===== src/rtl/cantx_pkg.sv =====
package cantx_pkg;
  localparam int MBOX_CNT = 32;
  localparam int IDX_W    = $clog2(MBOX_CNT);
  localparam int PRIO_W   = 6;
  localparam int PRIO_LSB = 8;
  localparam int ADDR_W   = 8;
  localparam int DATA_W   = 32;

  localparam logic [ADDR_W-1:0] ADR_ENABLE = 8'h00;
  localparam logic [ADDR_W-1:0] ADR_DIR    = 8'h01;
  localparam logic [ADDR_W-1:0] ADR_REQ    = 8'h02;
  localparam logic [ADDR_W-1:0] ADR_ACK    = 8'h03;
  localparam logic [ADDR_W-1:0] ADR_MASK   = 8'h04;
  localparam logic [ADDR_W-1:0] ADR_STAT   = 8'h05;

  typedef struct packed {
    logic             finish;
    logic [IDX_W-1:0] curIdx;
  } arbStrobe_t;
endpackage


===== src/rtl/cantx_mbox_bank.sv =====
module cantx_mbox_bank
  import cantx_pkg::*;
#(
  parameter int NUM = MBOX_CNT,
  parameter int PW  = PRIO_W
) (
  input  logic               clk,
  input  logic               rstN,
  input  logic               regWrEn,
  input  logic [ADDR_W-1:0]  regAddr,
  input  logic [DATA_W-1:0]  regWrData,
  output logic [DATA_W-1:0]  regRdData,
  input  arbStrobe_t         strobe,
  output logic [NUM-1:0]     candVec,
  output logic [NUM*PW-1:0]  prioFlat,
  output logic               txExt,
  output logic [28:0]        txIdent,
  output logic [3:0]         txDlc,
  output logic               txRemote,
  output logic [NUM-1:0]     ackVec,
  output logic [NUM-1:0]     reqVec,
  output logic               irq
);
  localparam int IW = $clog2(NUM);

  logic [NUM-1:0]    enVec, dirVec, maskVec;
  logic [DATA_W-1:0] idMem   [NUM];
  logic [DATA_W-1:0] ctrlMem [NUM];
  logic [NUM-1:0]    doneMask, setMask, clrMask;
  logic              idSel, ctrlSel;
  logic [IW-1:0]     selIdx;
  logic [IW-1:0]     irqSrc;
  logic [NUM-1:0]    pendVec;

  assign selIdx   = regAddr[IW-1:0];
  assign idSel    = (regAddr[7:6] == 2'b01) && (int'(regAddr[5:0]) < NUM);
  assign ctrlSel  = (regAddr[7:6] == 2'b10) && (int'(regAddr[5:0]) < NUM);
  assign doneMask = strobe.finish ? (NUM'(1) << strobe.curIdx) : '0;
  assign setMask  = (regWrEn && regAddr == ADR_REQ) ? regWrData[NUM-1:0] : '0;
  assign clrMask  = (regWrEn && regAddr == ADR_ACK) ? regWrData[NUM-1:0] : '0;

  always_ff @(posedge clk or negedge rstN) begin
    if (!rstN) begin
      enVec   <= '0;
      dirVec  <= '0;
      maskVec <= '0;
      reqVec  <= '0;
      ackVec  <= '0;
    end else begin
      if (regWrEn && regAddr == ADR_ENABLE) enVec   <= regWrData[NUM-1:0];
      if (regWrEn && regAddr == ADR_DIR)    dirVec  <= regWrData[NUM-1:0];
      if (regWrEn && regAddr == ADR_MASK)   maskVec <= regWrData[NUM-1:0];
      reqVec <= (reqVec & ~doneMask) | setMask;
      ackVec <= (ackVec & ~clrMask) | doneMask;
    end
  end

  always_ff @(posedge clk or negedge rstN) begin
    if (!rstN) begin
      for (int i = 0; i < NUM; i++) begin
        idMem[i]   <= '0;
        ctrlMem[i] <= '0;
      end
    end else if (regWrEn) begin
      if (idSel)   idMem[selIdx]   <= regWrData;
      if (ctrlSel) ctrlMem[selIdx] <= regWrData;
    end
  end

  assign candVec = enVec & ~dirVec & reqVec;

  for (genvar g = 0; g < NUM; g++) begin : gPrio
    assign prioFlat[g*PW +: PW] = ctrlMem[g][PRIO_LSB +: PW];
  end

  // frame field decode of the offered mailbox
  logic [DATA_W-1:0] curId, curCtrl;
  assign curId    = idMem[strobe.curIdx];
  assign curCtrl  = ctrlMem[strobe.curIdx];
  assign txExt    = curId[31];
  assign txIdent  = curId[31] ? curId[28:0] : {18'b0, curId[28:18]};
  assign txDlc    = curCtrl[3:0];
  assign txRemote = curCtrl[4];

  // interrupt: masked acknowledge, lowest source reported
  assign pendVec = ackVec & maskVec;
  assign irq     = |pendVec;
  always_comb begin
    irqSrc = '0;
    for (int i = NUM - 1; i >= 0; i--) begin
      if (pendVec[i]) irqSrc = IW'(i);
    end
  end

  always_comb begin
    regRdData = '0;
    if (idSel) begin
      regRdData = idMem[selIdx];
    end else if (ctrlSel) begin
      regRdData = ctrlMem[selIdx];
    end else begin
      case (regAddr)
        ADR_ENABLE: regRdData[NUM-1:0] = enVec;
        ADR_DIR:    regRdData[NUM-1:0] = dirVec;
        ADR_REQ:    regRdData[NUM-1:0] = reqVec;
        ADR_ACK:    regRdData[NUM-1:0] = ackVec;
        ADR_MASK:   regRdData[NUM-1:0] = maskVec;
        ADR_STAT: begin
          regRdData[8]      = irq;
          regRdData[IW-1:0] = irqSrc;
        end
        default:    regRdData = '0;
      endcase
    end
  end
endmodule


===== src/rtl/cantx_arb_ctrl.sv =====
module cantx_arb_ctrl
  import cantx_pkg::*;
#(
  parameter int NUM = MBOX_CNT,
  parameter int PW  = PRIO_W
) (
  input  logic              clk,
  input  logic              rstN,
  input  logic [NUM-1:0]    candVec,
  input  logic [NUM*PW-1:0] prioFlat,
  input  logic              txDone,
  output arbStrobe_t        strobe,
  output logic              txValid
);
  localparam int IW = $clog2(NUM);

  logic          busy;
  logic [IW-1:0] heldIdx;
  logic          found;
  logic [IW-1:0] bestIdx;
  logic [PW-1:0] bestPrio;

  // scan upward; >= lets a later (higher) index win a tie
  always_comb begin
    found    = 1'b0;
    bestIdx  = '0;
    bestPrio = '0;
    for (int i = 0; i < NUM; i++) begin
      if (candVec[i] && (!found || prioFlat[i*PW +: PW] >= bestPrio)) begin
        found    = 1'b1;
        bestIdx  = IW'(i);
        bestPrio = prioFlat[i*PW +: PW];
      end
    end
  end

  always_ff @(posedge clk or negedge rstN) begin
    if (!rstN) begin
      busy    <= 1'b0;
      heldIdx <= '0;
    end else if (busy) begin
      if (txDone) busy <= 1'b0;
    end else if (found) begin
      busy    <= 1'b1;
      heldIdx <= bestIdx;
    end
  end

  assign txValid       = busy;
  assign strobe.finish = busy && txDone;
  assign strobe.curIdx = heldIdx;
endmodule


===== src/rtl/can_tx_mbox_arb.sv =====
module can_tx_mbox_arb
  import cantx_pkg::*;
(
  input  logic              clk,
  input  logic              rstN,
  input  logic              regWrEn,
  input  logic [ADDR_W-1:0] regAddr,
  input  logic [DATA_W-1:0] regWrData,
  output logic [DATA_W-1:0] regRdData,
  output logic              txValid,
  output logic [IDX_W-1:0]  txMbox,
  output logic              txExt,
  output logic [28:0]       txIdent,
  output logic [3:0]        txDlc,
  output logic              txRemote,
  input  logic              txDone,
  output logic              irq
);
  arbStrobe_t                  strobe;
  logic [MBOX_CNT-1:0]         candVec, ackVec, reqVec;
  logic [MBOX_CNT*PRIO_W-1:0]  prioFlat;

  cantx_mbox_bank #(.NUM(MBOX_CNT), .PW(PRIO_W)) uBank (
    .clk(clk), .rstN(rstN), .regWrEn(regWrEn), .regAddr(regAddr),
    .regWrData(regWrData), .regRdData(regRdData), .strobe(strobe),
    .candVec(candVec), .prioFlat(prioFlat), .txExt(txExt),
    .txIdent(txIdent), .txDlc(txDlc), .txRemote(txRemote),
    .ackVec(ackVec), .reqVec(reqVec), .irq(irq)
  );

  cantx_arb_ctrl #(.NUM(MBOX_CNT), .PW(PRIO_W)) uCtrl (
    .clk(clk), .rstN(rstN), .candVec(candVec), .prioFlat(prioFlat),
    .txDone(txDone), .strobe(strobe), .txValid(txValid)
  );

  assign txMbox = strobe.curIdx;
endmodule


===== config.mk =====
export PLATFORM = sky130hd
export DESIGN_NAME = can_tx_mbox_arb
export DESIGN_NICKNAME = d
export VERILOG_FILES = /design/src/rtl/cantx_pkg.sv /design/src/rtl/cantx_mbox_bank.sv /design/src/rtl/cantx_arb_ctrl.sv /design/src/rtl/can_tx_mbox_arb.sv
export SDC_FILE = /design/constraint.sdc
export NUM_CORES = 2
export LEC_CHECK = 0
export BUFFER_PORTS_ARGS = -buffer_cell sky130_fd_sc_hd__buf_2
export CORE_ASPECT_RATIO = 1.2
export CORE_MARGIN = 4
export CORE_UTILIZATION = 45
export CTS_CLUSTER_SIZE = 20
export DETAILED_ROUTE_END_ITERATION = 8
export SLEW_MARGIN = 10
export SYNTH_ARGS = -nofsm -noshare
export SYNTH_HDL_FRONTEND = slang
export SYNTH_SLANG_ARGS = --single-unit

===== constraint.sdc =====
create_clock -name clk -period 74.1 [get_ports clk]
set_clock_uncertainty 0.2 [all_clocks]
set_input_delay 7.41 -clock clk [delete_from_list [all_inputs] [get_ports clk]]
set_output_delay 7.41 -clock clk [all_outputs]
set_load 0.05 [all_outputs]

==> flow_metrics.env <==
export IMPL_power_share_clock_pct=39.0
export IMPL_worstMarginPinSlew_ns=1.278
export IMPL_timing_critical_path_fanout_max=17
export IMPL_clock_root_buffer="sky130_fd_sc_hd__clkbuf_16"
export IMPL_die_height_um=569.3
export IMPL_critPathCaptureType="register"
export IMPL_finalHoldViolCount=0
export IMPL_total_switching_power_uw=899.1
export IMPL_internal_power_uw=2233
export IMPL_finish_instance_area_um2=130100
export IMPL_io_pins=118
export IMPL_timing_critical_path_slowest_cell_delay_ns=0.79
export IMPL_power_switching_share_pct=28.71
export IMPL_global_route_overflow_total=0
export IMPL_place_area_um2=122200
export IMPL_rows=205
export IMPL_grt_pass1_vias=78560
export IMPL_finalCritPeriodShare_pct=84.79
export IMPL_syn_inst=8216
export IMPL_gr_usage_all_layers_pct=27.61
export IMPL_worst_setup_path_type="register to register"
export IMPL_combPwrFrac_pct=18.1
export IMPL_max_freq_mhz=15.92
export IMPL_setup_slack_ns=11.27
export IMPL_port_buffer_count=117
export IMPL_nature_of_the_critical_path_startpoint="register"
export IMPL_min_delay_path_class="register to register"
export IMPL_area_growth_pct=10.14
export IMPL_sequentialPowerShare_pct=42.9
export IMPL_cts_resized=0
export IMPL_required_ns=74.67
export IMPL_mappedNetlistArea_um2=118100
export IMPL_drt_antenna_violating_nets=0
export IMPL_setup_viol=0
export IMPL_post_drt_via_cell_ratio=6.468
export IMPL_first_iter_violations=6571
export IMPL_dieWidth_um=475.7
export IMPL_clk_path_buf_depth=4
export IMPL_cts_htree_levels=4
export IMPL_power_leakage_uw=0.05963
export IMPL_postSynthAreaPerCell_um2=14.38
export IMPL_ys_warn_count=0
export IMPL_run_status="completed"
export IMPL_net_count_of_the_finished_layout=8177
export IMPL_timing_setup_tns_ns=0
export IMPL_count_of_tritonroute_iterations_in_the_first_routing_pass=6
export IMPL_cts_sinks=2214
export IMPL_tritoncts_num_buffers=231
export IMPL_place_hpwl_um=220200
export IMPL_critPathSlowestCell="sky130_fd_sc_hd__o311ai_2"
export IMPL_path_clk_slew_ns=0.07
export IMPL_worstSkewPairLatency_ns=0.91
export IMPL_fin_total_pwr_uw=3132
export IMPL_area_of_the_core_region_um2=260600
export IMPL_fill_cells=22050
export IMPL_cellPowerDensity_nw_per_um2=24.07
export IMPL_pre_cts_ws_ns=12.15
export IMPL_timing_max_transition_violations_final=0
export IMPL_finalCriticalPeriod_ns=62.83
export IMPL_grt_pass1_wl_um=550300
export IMPL_peakVddDrop_v=0.00003909
export IMPL_grt_start_max_net_pins=162
export IMPL_synth_edff_count=0
export IMPL_tritoncts="yes"
export IMPL_timing_critical_path_buf_inv=10
export IMPL_vias_after_detailed_routing=75030
export IMPL_remaining_drc_errors=0
export IMPL_synth_async_reset_ratio_pct=100.0
export IMPL_timing_critical_path_arrival_ns=63.41
export IMPL_drt_total_wl_um=373900
export IMPL_holdBufCountCts=0
export IMPL_netlist_cell_type_count=113
export IMPL_cpLargestDelayFamily="compound AO/OA/AOI/OAI gates"
export IMPL_ys_seq_elements=2214
export IMPL_post_cts_setup_buffer_count=0
export IMPL_slew_headroom_pct=14.77
export IMPL_fraction_of_final_layout_cells_with_drive_strength_greater_than_1_pct=48.45
export IMPL_synthesized_nets=8398
export IMPL_initial_core_util_pct=45.33
export IMPL_crit_path_frequent_cell="sky130_fd_sc_hd__ha_1"
export IMPL_gpl_final_weighted_congestion=0.9108
export IMPL_maxCapViolations=0
export IMPL_grt_antenna_before_repair=19
export IMPL_synth_top_flop_cell="sky130_fd_sc_hd__dfrtp_1"
export IMPL_die_area_um2=270800
export IMPL_detail_routed_net_length_per_standard_cell_um=32.23
export IMPL_unrepaired_setup_endpoints_after_global_routing="no"
export IMPL_synth_yosys_seq_area_share_pct=46.90
cell type report:
cell class,count,area (µm²),share of cell area (%)
clock inverter,74,1055,0.8107
clock buffer,339,6819,5.241
inverter,141,529.3,0.4068
tap,3415,4273,3.284
multi-input combinational,5106,59810,45.97
sequential,2214,55420,42.60
antenna,9,22.52,0.01731
timing repair buffer,301,2186,1.680
synthesized netlist by cell type, types with 18 or more instances:
master                     number  area, µm²
sky130_fd_sc_hd__ha_1         138       1727
sky130_fd_sc_hd__nand3b_1      23      172.7
sky130_fd_sc_hd__clkbuf_1     544       2042
sky130_fd_sc_hd__mux2i_1      121       1211
sky130_fd_sc_hd__a22o_1        44      385.4
sky130_fd_sc_hd__a21oi_1      200       1001
sky130_fd_sc_hd__a31oi_1       24      150.1
sky130_fd_sc_hd__dfrtp_1     2214      55400
sky130_fd_sc_hd__a21o_1        40      300.3
sky130_fd_sc_hd__mux4_2       995      22410
sky130_fd_sc_hd__a22oi_1       40      300.3
sky130_fd_sc_hd__a211oi_1      21      157.7
sky130_fd_sc_hd__or2_2         18      112.6
sky130_fd_sc_hd__nor2_1       228      855.8
sky130_fd_sc_hd__nand2_1      339       1272
sky130_fd_sc_hd__o21ai_1       18      90.09
sky130_fd_sc_hd__o21a_1        25      187.7
sky130_fd_sc_hd__nand3_1       42      210.2
sky130_fd_sc_hd__nand2b_1      52      325.3
sky130_fd_sc_hd__nor2b_1       27      168.9
sky130_fd_sc_hd__o21ai_0      171      855.8
sky130_fd_sc_hd__buf_1        204      765.7
sky130_fd_sc_hd__and2_1        31      193.9
sky130_fd_sc_hd__inv_1        141      529.3
sky130_fd_sc_hd__mux2_2      2145      24150
sky130_fd_sc_hd__and3b_1       24      210.2
sky130_fd_sc_hd__nor3_1        51      255.2
worst register-to-register path, delay by kind of cell (launching register included):
kind	cells	cell delay (ns)
muxes	12	4.60
adders and majority gates	36	10.33
buffers and inverters	10	0.98
DFF	1	0.40
AOI/OAI and AO/OA	143	31.58
and+or+nand+nor	78	14.65
through the flow:
stage          hold WS (ns)  utilization [%]  cells
2_1_floorplan        0.2532                -   8216
3_3_place_gp         0.2747            46.88  11180
3_5_place_dp         0.2889            46.88  11180
4_1_cts              0.3046            49.90  11590
5_1_grt              0.3115            49.92  11590
6_report             0.3006            49.93  11600
registers in the layout, indices dropped and copies added, names as in the netlist:
name and flops:
uBank.ackVec 32, uBank.prioFlat 192, uBank.enVec 32, uBank.reqVec 32
uCtrl.heldIdx 5, uBank.maskVec 32, uBank.idMem 1024, uBank.dirVec 32
uBank.ctrlMem 832, uCtrl.txValid 1
metal layers:
metal	share of wire, %	wire [µm]	vias to the layer above	global-route usage [%]
met4	4.6	17340	8	11.06
met3	6.3	23450	702	4.694
li1	-	-	30770	-
met1	41	152900	41020	37.02
met2	48	180100	2530	44.91
met5	0.011	41	-	0
cell families (layout without fill, tap and decap cells):
| family | after synthesis | count (layout) | share of synthesized area (%) |
|---|---|---|---|
| DFF | 2214 | 2214 | 46.90 |
| adders and majority gates | 148 | 148 | 1.547 |
| buffers and inverters | 896 | 855 | 2.857 |
| muxes | 3264 | 3264 | 40.47 |
| and+or+nand+nor | 921 | 921 | 3.735 |
| AOI/OAI and AO/OA | 768 | 768 | 4.450 |
| xor gates and xnor gates | 5 | 5 | 0.03708 |
| other | 0 | 9 | 0 |
cells in the final DEF, fill, tap and decap left out, types with 59 or more instances in the layout:
| cell | netlist | final |
|---|---|---|
| sky130_fd_sc_hd__ha_1 | 138 | 138 |
| sky130_fd_sc_hd__mux2i_1 | 121 | 120 |
| sky130_fd_sc_hd__clkbuf_8 | 0 | 59 |
| sky130_fd_sc_hd__buf_2 | 5 | 111 |
| sky130_fd_sc_hd__nor2_1 | 228 | 179 |
| sky130_fd_sc_hd__clkbuf_16 | 0 | 233 |
| sky130_fd_sc_hd__o21ai_0 | 171 | 171 |
| sky130_fd_sc_hd__inv_1 | 141 | 141 |
| sky130_fd_sc_hd__mux2_2 | 2145 | 2145 |
| sky130_fd_sc_hd__buf_4 | 1 | 172 |
| sky130_fd_sc_hd__dfrtp_1 | 2214 | 2209 |
| sky130_fd_sc_hd__nand2_1 | 339 | 323 |
| sky130_fd_sc_hd__mux4_2 | 995 | 995 |
| sky130_fd_sc_hd__a21oi_1 | 200 | 200 |
path summary, 6_finish.rpt:
check / startpoint / end / slack, ns / cells past startpoint
worst max-delay path: uBank.dirVec[0] / uCtrl.heldIdx[3] / 11.27 / 279
worst min-delay path: uBank.ctrlMem[565] / uBank.ctrlMem[565] / 0.30 / 1
worst max register to register: uBank.dirVec[0] / uCtrl.heldIdx[3] / 11.27 / 279
worst min register to register: uBank.ctrlMem[565] / uBank.ctrlMem[565] / 0.30 / 1
max in group asynchronous: rstN / uBank.idMem[1001] / 62.63 / 7
min in group asynchronous: rstN / uBank.idMem[315] / 6.38 / 1
power by group through the flow:
| stage | combinational (µW) | sequential (µW) | clock [µW] |
|---|---|---|---|
| final | 566 | 1340 | 1220 |
| after global routing | 603 | 1350 | 1290 |
| after CTS | 571 | 1340 | 1250 |
| after detailed placement | 570 | 1360 | 0 |
| after global placement | 566 | 1360 | 0 |
| after floorplan | 398 | 1330 | 0 |
Note: power is estimated with default switching activity, not from simulation.
